## config.mk

```make
export PLATFORM = sky130hd
export DESIGN_NAME = sampwin_gen
export DESIGN_NICKNAME = d
export VERILOG_FILES = /design/src/rtl/sampwin_pkg.sv /design/src/rtl/sampwin_edges.sv /design/src/rtl/sampwin_window.sv /design/src/rtl/sampwin_pingpong.sv /design/src/rtl/sampwin_gen.sv
export SDC_FILE = /design/constraint.sdc
export NUM_CORES = 1
export LEC_CHECK = 0
export BUFFER_PORTS_ARGS = -buffer_cell sky130_fd_sc_hd__buf_2
export CAP_MARGIN = 30
export CORE_MARGIN = 5
export CORE_UTILIZATION = 25
export CTS_CLUSTER_DIAMETER = 60
export DETAILED_ROUTE_END_ITERATION = 8
export GPL_TIMING_DRIVEN = 0
export PLACE_DENSITY_LB_ADDON = 0.2
export RECOVER_POWER = 50
export REMOVE_ABC_BUFFERS = 1
export SLEW_MARGIN = 20
export SYNTH_ARGS = -nofsm -noshare
export SYNTH_HDL_FRONTEND = slang
export SYNTH_SLANG_ARGS = --single-unit
export TNS_END_PERCENT = 100
```

## constraint.sdc

```tcl
create_clock -name clk -period 1.2 [get_ports clk]
set_input_delay 0.36 -clock clk [delete_from_list [all_inputs] [get_ports clk]]
set_output_delay 0.36 -clock clk [all_outputs]
set_load 0.03 [all_outputs]
```

## src/rtl/sampwin_pkg.sv

```systemverilog
package sampwin_pkg;

    localparam int NUM_PH   = 3;
    localparam int PH_EARLY = 0;
    localparam int PH_MID   = 1;
    localparam int PH_LATE  = 2;

    typedef enum logic [1:0] {
        WIN_IDLE,
        WIN_OPEN,
        WIN_TAKEN
    } win_state_t;

    typedef enum logic [1:0] {
        PP_LOWER_HOLD,
        PP_GAP_TO_UPPER,
        PP_UPPER_HOLD,
        PP_GAP_TO_LOWER
    } pp_state_t;

endpackage

```

## src/rtl/sampwin_edges.sv

```systemverilog
module sampwin_edges #(
    parameter int NUM = 3
) (
    input  logic           clk,
    input  logic           rst_n,
    input  logic [NUM-1:0] ph,
    output logic [NUM-1:0] rise,
    output logic [NUM-1:0] fall
);

    logic [NUM-1:0] ph_d;

    for (genvar i = 0; i < NUM; i++) begin : g_edge
        // previous level of each strobe, cleared by reset
        always_ff @(posedge clk) begin
            if (!rst_n) ph_d[i] <= 1'b0;
            else        ph_d[i] <= ph[i];
        end

        assign rise[i] = ph[i] & ~ph_d[i];
        assign fall[i] = ~ph[i] & ph_d[i];
    end

endmodule

```

## src/rtl/sampwin_window.sv

```systemverilog
module sampwin_window
    import sampwin_pkg::*;
#(
    parameter int TIMEOUT_CYC = 64
) (
    input  logic clk,
    input  logic rst_n,
    input  logic rise_early,
    input  logic rise_mid,
    input  logic fall_late,
    input  logic trk_pos,
    input  logic trk_neg,
    output logic take,
    output logic win,
    output logic pulse,
    output logic err
);

    localparam int CW = $clog2(TIMEOUT_CYC + 1);
    localparam logic [CW-1:0] CNT_LAST = CW'(TIMEOUT_CYC - 1);

    win_state_t st, st_nxt;
    logic [CW-1:0] cnt;
    logic close_req, tmo_fire, open_req;

    assign open_req  = rise_early & trk_pos;
    assign close_req = fall_late & trk_neg;
    assign tmo_fire  = (st != WIN_IDLE) && !close_req && (cnt == CNT_LAST);
    assign take      = (st == WIN_OPEN) && !close_req && !tmo_fire
                       && rise_mid && trk_pos && trk_neg;

    always_comb begin
        st_nxt = st;
        unique case (st)
            WIN_IDLE:  if (open_req) st_nxt = WIN_OPEN;
            WIN_OPEN: begin
                if (close_req || tmo_fire) st_nxt = WIN_IDLE;
                else if (take)             st_nxt = WIN_TAKEN;
            end
            WIN_TAKEN: if (close_req || tmo_fire) st_nxt = WIN_IDLE;
            default:   st_nxt = WIN_IDLE;
        endcase
    end

    // state register and open-time counter
    always_ff @(posedge clk) begin
        if (!rst_n) begin
            st  <= WIN_IDLE;
            cnt <= '0;
        end else begin
            st <= st_nxt;
            if (st == WIN_IDLE || st_nxt == WIN_IDLE) cnt <= '0;
            else                                      cnt <= cnt + 1'b1;
        end
    end

    // registered outputs
    always_ff @(posedge clk) begin
        if (!rst_n) begin
            win   <= 1'b0;
            pulse <= 1'b0;
            err   <= 1'b0;
        end else begin
            win   <= (st_nxt != WIN_IDLE);
            pulse <= take;
            if (tmo_fire) err <= 1'b1;
        end
    end

    assert_open_qualified_R2: assert property (@(posedge clk) disable iff (!rst_n)
        $rose(win) |-> $past(rise_early && trk_pos));

    assert_pulse_in_window_R4: assert property (@(posedge clk) disable iff (!rst_n)
        pulse |-> win);

    assert_single_pulse_R5: assert property (@(posedge clk) disable iff (!rst_n)
        pulse |=> !pulse);

    assert_cnt_bound_R8: assert property (@(posedge clk) disable iff (!rst_n)
        cnt < CW'(TIMEOUT_CYC));

    assert_err_sticky_R9: assert property (@(posedge clk) disable iff (!rst_n)
        err |=> err);

endmodule

```

## src/rtl/sampwin_pingpong.sv

```systemverilog
module sampwin_pingpong
    import sampwin_pkg::*;
(
    input  logic clk,
    input  logic rst_n,
    input  logic take,
    input  logic pulse_done,
    output logic smp_upper,
    output logic smp_lower,
    output logic hld_lower,
    output logic hld_upper
);

    pp_state_t st, st_nxt;

    always_comb begin
        st_nxt = st;
        unique case (st)
            PP_LOWER_HOLD:   if (pulse_done) st_nxt = PP_GAP_TO_UPPER;
            PP_GAP_TO_UPPER: st_nxt = PP_UPPER_HOLD;
            PP_UPPER_HOLD:   if (pulse_done) st_nxt = PP_GAP_TO_LOWER;
            PP_GAP_TO_LOWER: st_nxt = PP_LOWER_HOLD;
            default:         st_nxt = PP_LOWER_HOLD;
        endcase
    end

    always_ff @(posedge clk) begin
        if (!rst_n) st <= PP_LOWER_HOLD;
        else        st <= st_nxt;
    end

    // outputs: sample strobes registered, holds decoded from state
    always_ff @(posedge clk) begin
        if (!rst_n) begin
            smp_upper <= 1'b0;
            smp_lower <= 1'b0;
        end else begin
            smp_upper <= take && (st == PP_LOWER_HOLD);
            smp_lower <= take && (st == PP_UPPER_HOLD);
        end
    end

    always_comb begin
        hld_lower = 1'b0;
        hld_upper = 1'b0;
        unique case (st)
            PP_LOWER_HOLD:   hld_lower = 1'b1;
            PP_UPPER_HOLD:   hld_upper = 1'b1;
            PP_GAP_TO_UPPER,
            PP_GAP_TO_LOWER: ;
            default:         ;
        endcase
    end

    assert_upper_route_R6: assert property (@(posedge clk) disable iff (!rst_n)
        smp_upper |-> hld_lower);

    assert_lower_route_R6: assert property (@(posedge clk) disable iff (!rst_n)
        smp_lower |-> hld_upper);

    assert_no_overlap_R7: assert property (@(posedge clk) disable iff (!rst_n)
        !(hld_lower && hld_upper));

    assert_gap_upper_R7: assert property (@(posedge clk) disable iff (!rst_n)
        $rose(hld_upper) |-> $past(!hld_lower));

    assert_gap_lower_R7: assert property (@(posedge clk) disable iff (!rst_n)
        $rose(hld_lower) |-> $past(!hld_upper));

endmodule

```

## src/rtl/sampwin_gen.sv

```systemverilog
module sampwin_gen
    import sampwin_pkg::*;
#(
    parameter int TIMEOUT_CYC = 64
) (
    input  logic clk,
    input  logic rst_n,
    input  logic ph_early,
    input  logic ph_mid,
    input  logic ph_late,
    input  logic trk_pos,
    input  logic trk_neg,
    output logic win,
    output logic samp_pulse,
    output logic smp_upper,
    output logic smp_lower,
    output logic hld_lower,
    output logic hld_upper,
    output logic tmo_err
);

    logic [NUM_PH-1:0] ph_vec, ph_rise, ph_fall;
    logic take;

    assign ph_vec[PH_EARLY] = ph_early;
    assign ph_vec[PH_MID]   = ph_mid;
    assign ph_vec[PH_LATE]  = ph_late;

    sampwin_edges #(.NUM(NUM_PH)) u_edges (
        .clk  (clk),
        .rst_n(rst_n),
        .ph   (ph_vec),
        .rise (ph_rise),
        .fall (ph_fall)
    );

    sampwin_window #(.TIMEOUT_CYC(TIMEOUT_CYC)) u_window (
        .clk       (clk),
        .rst_n     (rst_n),
        .rise_early(ph_rise[PH_EARLY]),
        .rise_mid  (ph_rise[PH_MID]),
        .fall_late (ph_fall[PH_LATE]),
        .trk_pos   (trk_pos),
        .trk_neg   (trk_neg),
        .take      (take),
        .win       (win),
        .pulse     (samp_pulse),
        .err       (tmo_err)
    );

    sampwin_pingpong u_pingpong (
        .clk       (clk),
        .rst_n     (rst_n),
        .take      (take),
        .pulse_done(samp_pulse),
        .smp_upper (smp_upper),
        .smp_lower (smp_lower),
        .hld_lower (hld_lower),
        .hld_upper (hld_upper)
    );

endmodule

```

==> results of run 1 <==
==> worst reg2reg max path, stage by stage, from the launching register on <==
cell	delay [ns]
dfxtp_4	0.38
ha_4	0.15
nand4_4	0.13
buf_6	0.16
nor4b_4	0.23
o31ai_1	0.09
==> sequential cells by signal, summed over array words and instances, names as in the netlist <==
name and count:
u_edges.ph_d 3, u_pingpong.smp_lower 1, u_pingpong.smp_upper 1, u_pingpong.st 2
u_window.cnt 7, u_window.err 1, u_window.pulse 1, u_window.st 2
u_window.win 1
==> metrics by stage <==
stage | TNS (ns) | std cells | instance area (um^2) | setup WS [ns]
2_1_floorplan | -0.259 | 72 | 762 | -0.0397
3_3_place_gp | -2.25 | 118 | 868 | -0.242
3_5_place_dp | -2.52 | 118 | 868 | -0.264
4_1_cts | -1.46 | 130 | 1120 | -0.176
5_1_grt | -0.834 | 133 | 1200 | -0.218
6_report | -0.486 | 133 | 1200 | -0.173
==> cells in the mapped netlist, types with 2 or more instances <==
library cell and n:
ha_1 3, nor2b_1 2, and2_1 3, inv_1 3
o21ai_0 2, dfxtp_1 19, nor3_1 5, xor2_1 2
nand2_1 2, nor2_1 4, nor3b_1 3, nand3_1 4
==> power by group through the flow <==
| stage | Clock (uW) | Combinational, uW | Sequential, uW |
|---|---|---|---|
| floorplan | 0 | 30.0 | 669 |
| global placement | 0 | 59.5 | 663 |
| detailed placement | 0 | 60.1 | 664 |
| CTS | 339 | 72.9 | 646 |
| global route | 388 | 96.6 | 650 |
| finish | 327 | 89.5 | 648 |
==> metal layers <==
metal	global-route usage, %	wire (um)
met3	3.59	87
met1	10.6	805
met4	3.63	20
met5	0	0
met2	15.2	853
==> final timing paths <==
check	from	endpoint	slack, ns	cells after the start
setup / recovery	u_pingpong.st[0]	hld_upper	-0.17	3
hold / removal	ph_late	u_edges.ph_d[2]	0.27	2
setup reg to reg	u_window.cnt[0]	u_window.st[0]	-0.06	5
hold reg to reg	u_window.cnt[6]	u_window.cnt[6]	0.48	2
==> logic make-up after synthesis <==
kind of cell,after synthesis
flops,19
xor+xnor,3
compound gates,10
simple gates,33
buf+inv,4
mux,1
fa+ha+maj,3
==> what timing repair did <==
| action | 4_1_cts | 5_1_grt |
|---|---|---|
| setup endpoints to repair | 17 | 21 |
| pin swaps | 11 | 12 |
| cloned | 1 | 0 |
| hold endpoints to repair | 0 | 0 |
| setup buffers | 7 | 7 |
| resized for setup | 34 | 29 |
==> area by class of cell <==
type / instances / share of cell area, %
inverters: 3 / 1.35
clock inverters: 1 / 0.415
repair buffers: 24 / 17.8
multi-input cells: 50 / 42.0
well taps: 33 / 3.43
clock buffers: 3 / 1.87
flip-flops and latches: 19 / 33.2
==> run summary, run 1 <==
Gr ovfl total: 0
# setup viols final: 5
Post-synthesis register bit count: 19
Starting Density: 25.5%
Routability congestion estimate: 0.626
H-tree Lvls: 1
Root buffer cell: clkbuf_4
Crit share post-route: 114%
Drt total wl: 1.77 mm
Primary FF master, synth: dfxtp_1
Commonest cells after routing, fill and taps aside: 10 x buf_6, 9 x dfxtp_1, 7 x buf_4, 7 x dfxtp_2, 5 x buf_2
Clk buf depth: 2
Mapped Area: 767 um^2
Worst VDD drop: 0.732 mV
Row count: 20
Drt first-iter violations: 18
Worst-path cell chain: inv_4 > ha_4 > buf_6
# diodes: 0
Avg Inst Size Synth: 10.5 um^2
Die extent in x: 65.4 um
DRT Pass-1 Iters: 2
Top delay family on crit path: flip-flops
Core area: 3000 um^2
Via count: 624
Worst Hold Slack: 0.274 ns
Critical path arrival: 1.01 ns
Synthesis-to-finish area growth: 57.1%
Dpl hpwl: 1.08 mm
Reg power frac: 60.9%
CP Data Required Time: 0.84 ns
CP endpoint kind: output port
Post-Synth XOR/XNOR Area: 3.43%
Remaining antenna violation count after routing: 0
Crit path launch type: flop
CTS tree: built
LEAKAGE: 0.000455 uW
Final Net Count: 111
Final Util: 40.1%
Hold Crit Class: input port to flop
Ys async rst share: 0%
Slowest CP cell: dfxtp_2
DR DRC count: 0
Max cap viols: 0
Worst setup margin: -0.173 ns
Die height: 65.4 um
Max FO, Critical Path: 2
Delay of the slowest critical-path stage: 0.37 ns
Global-route wire length before repair: 2.99 mm
Commonest non-fill, non-tap cell in the layout: buf_6
Synth warn: 0
Setup Skew: 0.0149 ns
Register area share after synthesis: 49.6%
Clock share of power: 30.7%
Pin count of the biggest net entering global routing: 12
Share of the synthesized area in the top cell type: 49.6%
Worst slew pin tran: 0.467 ns
Unique masters post-synth: 33
Compound-cell area share of the yosys netlist: 10.3%
Die area: 4280 um^2
Crit path buffers/inverters: 2
Fin crit period: 1.37 ns
Final Hold Viols: 0
Adder-cell share of the synthesized area: 4.89%
P_int: 806 uW
Largest family of logic cells by synthesized area: simple AND/OR/NAND/NOR gates
Kind of critical path: flop to output port
Layout fillers: 308
Post-synthesis mux area share: 1.31%
Reg area: 400 um^2
Worst skew pair latency: 0.30 ns
CTS Hold Buffers Added: 0
Synth Instances: 73
Total CTS buffers: 3
Initial antenna violation count: 0
Tot GR Track Use: 9.19%
Port Buffers: 13
Switching Fraction: 24.2%
Fmax: 728 MHz
Synth Area in Simple Gates: 28.4%
CTS sink cnt: 19
Post-synth EDFFs: 0
Layout cells sized above 1: 62.0%
Ports: 14
Multi-input gate area: 505 um^2
Vias in the first global route: 654
Combinational share of power: 8.4%
Pwr dens: 883 nW/um^2
Vias per std cell: 4.69
Slew headroom: 68.9%
Status: complete, but fails checks
Synth area leaders: dfxtp_1 50%, ha_1 4.9%, nor3_1 3.3%
Final Power: 1060 uW
Failing checks: setup timing
WL per Instance: 13.3 um
Final max-slew violation count: 0
NetSw: 258 uW
Largest area contributor in the netlist: dfxtp_1
RSZ-0062 raised after global routing: true
Reg clk slew, reported paths: 0.12 ns
(Power assumes the default switching activity.)
==> run 2: changes to the inputs <==
Settings changed: TNS_END_PERCENT 100 to 5.
Clock period 1.2 ns to 1.43 ns, I/O delays scaled along.
==> run 2 against run 1 <==
  * The run still ends with setup timing left
  * Combinational power is 44% lower
  * Die area did not move
  * Final cell count decreased by 6.0%
  * Critical path depth did not move
  * Power is 19% lower
  * Largest cell class unchanged
  * Flip-flop and latch count stayed put
  * Sequential share of layout area grew 6.2 points
  * Final area down 19%
  * Via count fell by 7.4%
==> run summary, run 2 (synthesized netlist as in run 1, its figures left out) <==
Worst slew pin tran: 0.408 ns (-0.0586 ns)
Synthesis-to-finish area growth: 27.9%
Failing checks: setup timing
Dpl cell area: 868 um^2 (unchanged)
Tot GR Track Use: 8.11% (-1.1 points)
Pre-CTS setup slack: -0.0344 ns (+0.230 ns)
Final Power: 867 uW (-19%)
Fmax: 690 MHz
CP endpoint kind: output port
Global-route wire length before repair: 2.66 mm (-11%)
Initial antenna violation count: 0 (unchanged)
Row count: 20 (unchanged)
LEAKAGE: 0.000374 uW (-18%)
Commonest cells after routing, fill and taps aside: 16 x dfxtp_1, 10 x buf_2, 5 x nor3_1
Ports: 14 (unchanged)
Max FO, Critical Path: 4 (+2)
Pwr dens: 884 nW/um^2 (about the same)
Worst skew pair latency: 0.30 ns (about the same)
Worst reg2reg path endpoint: u_window.st[0]
WL per Instance: 11.7 um (-12%)
Starting Density: 25.5% (unchanged)
Kind of critical path: flop to output port
Final Net Count: 103 (-7.2%)
Worst VDD drop: 0.598 mV (-18%)
Layout cells sized above 1: 35.9% (-26 points)
CTS tree: built
Flop2flop setup slack: 0.10 ns (+0.16 ns)
Post-Layout Inst Area: 981 um^2 (-19%)
Worst Hold Path EP: u_edges.ph_d[2]
Core area: 3000 um^2 (unchanged)
Status: complete, but fails checks
Vias in the first global route: 594 (-9.2%)
Hold Crit Class: input port to flop
Clk buf depth: 2 (unchanged)
Routability congestion estimate: 0.626 (unchanged)
DR DRC count: 0 (unchanged)
Max cap viols: 0 (unchanged)
Hold wc startpoint: ph_late
Reg2reg start: u_window.cnt[1]
Final Hold Viols: 0 (unchanged)
Largest regs: u_window.cnt: 7 flops, u_edges.ph_d: 3 flops
Reg clk slew, reported paths: 0.12 ns (about the same)
H-tree Lvls: 1 (unchanged)
Drt total wl: 1.46 mm (-17%)
# setup viols final: 2 (-3)
Root buffer cell: clkbuf_4
Die area: 4280 um^2 (unchanged)
Crit path launch type: flop
Setup Skew: 0.0146 ns (-0.000257 ns)
Die height: 65.4 um (unchanged)
Hold depth: 2 (unchanged)
Slew headroom: 72.7% (+3.8 points)
Reg area: 387 um^2 (-3.4%)
# diodes: 0 (unchanged)
Gr ovfl total: 0 (unchanged)
Worst Hold Slack: 0.345 ns (+0.0710 ns)
Vias per std cell: 4.62 (-1.4%)
Final max-slew violation count: 0 (unchanged)
Worst setup margin: -0.0187 ns (+0.154 ns)
Final setup TNS: -0.0294 ns (+0.456 ns)
Cells on worst reg2reg path: 4 (-1)
Pin count of the biggest net entering global routing: 12 (unchanged)
Max reg flops: 7 (unchanged)
Crit share post-route: 101%
Fin crit period: 1.45 ns
Total CTS buffers: 3 (unchanged)
Die extent in x: 65.4 um (unchanged)
CTS sink cnt: 19 (unchanged)
Top reg by flops: u_window.cnt
Critical path arrival: 1.02 ns (about the same)
Dpl hpwl: 1.08 mm (unchanged)
RSZ-0062 raised after global routing: true
Layout fillers: 330 (+7.1%)
DRT Pass-1 Iters: 2 (unchanged)
Via count: 578 (-7.4%)
Drt first-iter violations: 33 (+15)
Commonest non-fill, non-tap cell in the layout: dfxtp_1
Port Buffers: 13 (unchanged)
Remaining antenna violation count after routing: 0 (unchanged)
CP Data Required Time: 1.00 ns (+0.16 ns)
Multi-input gate area: 398 um^2 (-21%)
run 2: area by class of cell:
| type | count | share of cell area, % |
|---|---|---|
| multi-input combinational | 50 | 40.6 |
| sequential | 19 | 39.4 |
| timing repair buffer | 16 | 11.4 |
| tap | 33 | 4.21 |
| clock buffer | 3 | 2.30 |
| inverter | 3 | 1.66 |
| clock inverter | 1 | 0.510 |
run 2: repair_timing:
item	CTS	global route
setup buffers	1	2
pin swaps	3	2
gates resized for setup	13	4
setup endpoints to repair	11	13
gates cloned	0	0
hold buffers	0	0
run 2: worst max-delay path: stages (launching register included):
cell     delay, ns
dfxtp_2       0.37
inv_4         0.05
ha_4          0.16
buf_6         0.13
run 2: power breakdown:
part / internal, uW / total (uW) / switching [uW]
Combinational: 20.4 / 50.4 / 30.0
Clock: 104 / 273 / 169
Sequential: 539 / 544 / 4.83
run 2: metal layers:
metal / global-route usage (%) / part of all wire (%)
met1: 10.1 / 50
met2: 12.3 / 43
met3: 3.59 / 5.7
met4: 3.11 / 1.2
met5: 0 / 0
run 2: through the flow:
step / utilization, % / std cells
final: 32.7 / 125
after global routing: 32.7 / 125
after CTS: 31.9 / 123
after detailed placement: 28.9 / 118
after global placement: 28.9 / 118
after floorplan: - / 72
run 2: worst max-delay path by stage:
| stage | from | to |
|---|---|---|
| after floorplan | u_window.cnt[0] | u_window.win |
| after CTS | u_pingpong.st[1] | hld_lower |
| after detailed placement | u_window.cnt[0] | u_window.win |
| final | u_pingpong.st[0] | hld_upper |
| after global placement | u_window.cnt[0] | u_window.win |
| after global routing | u_pingpong.st[1] | hld_lower |
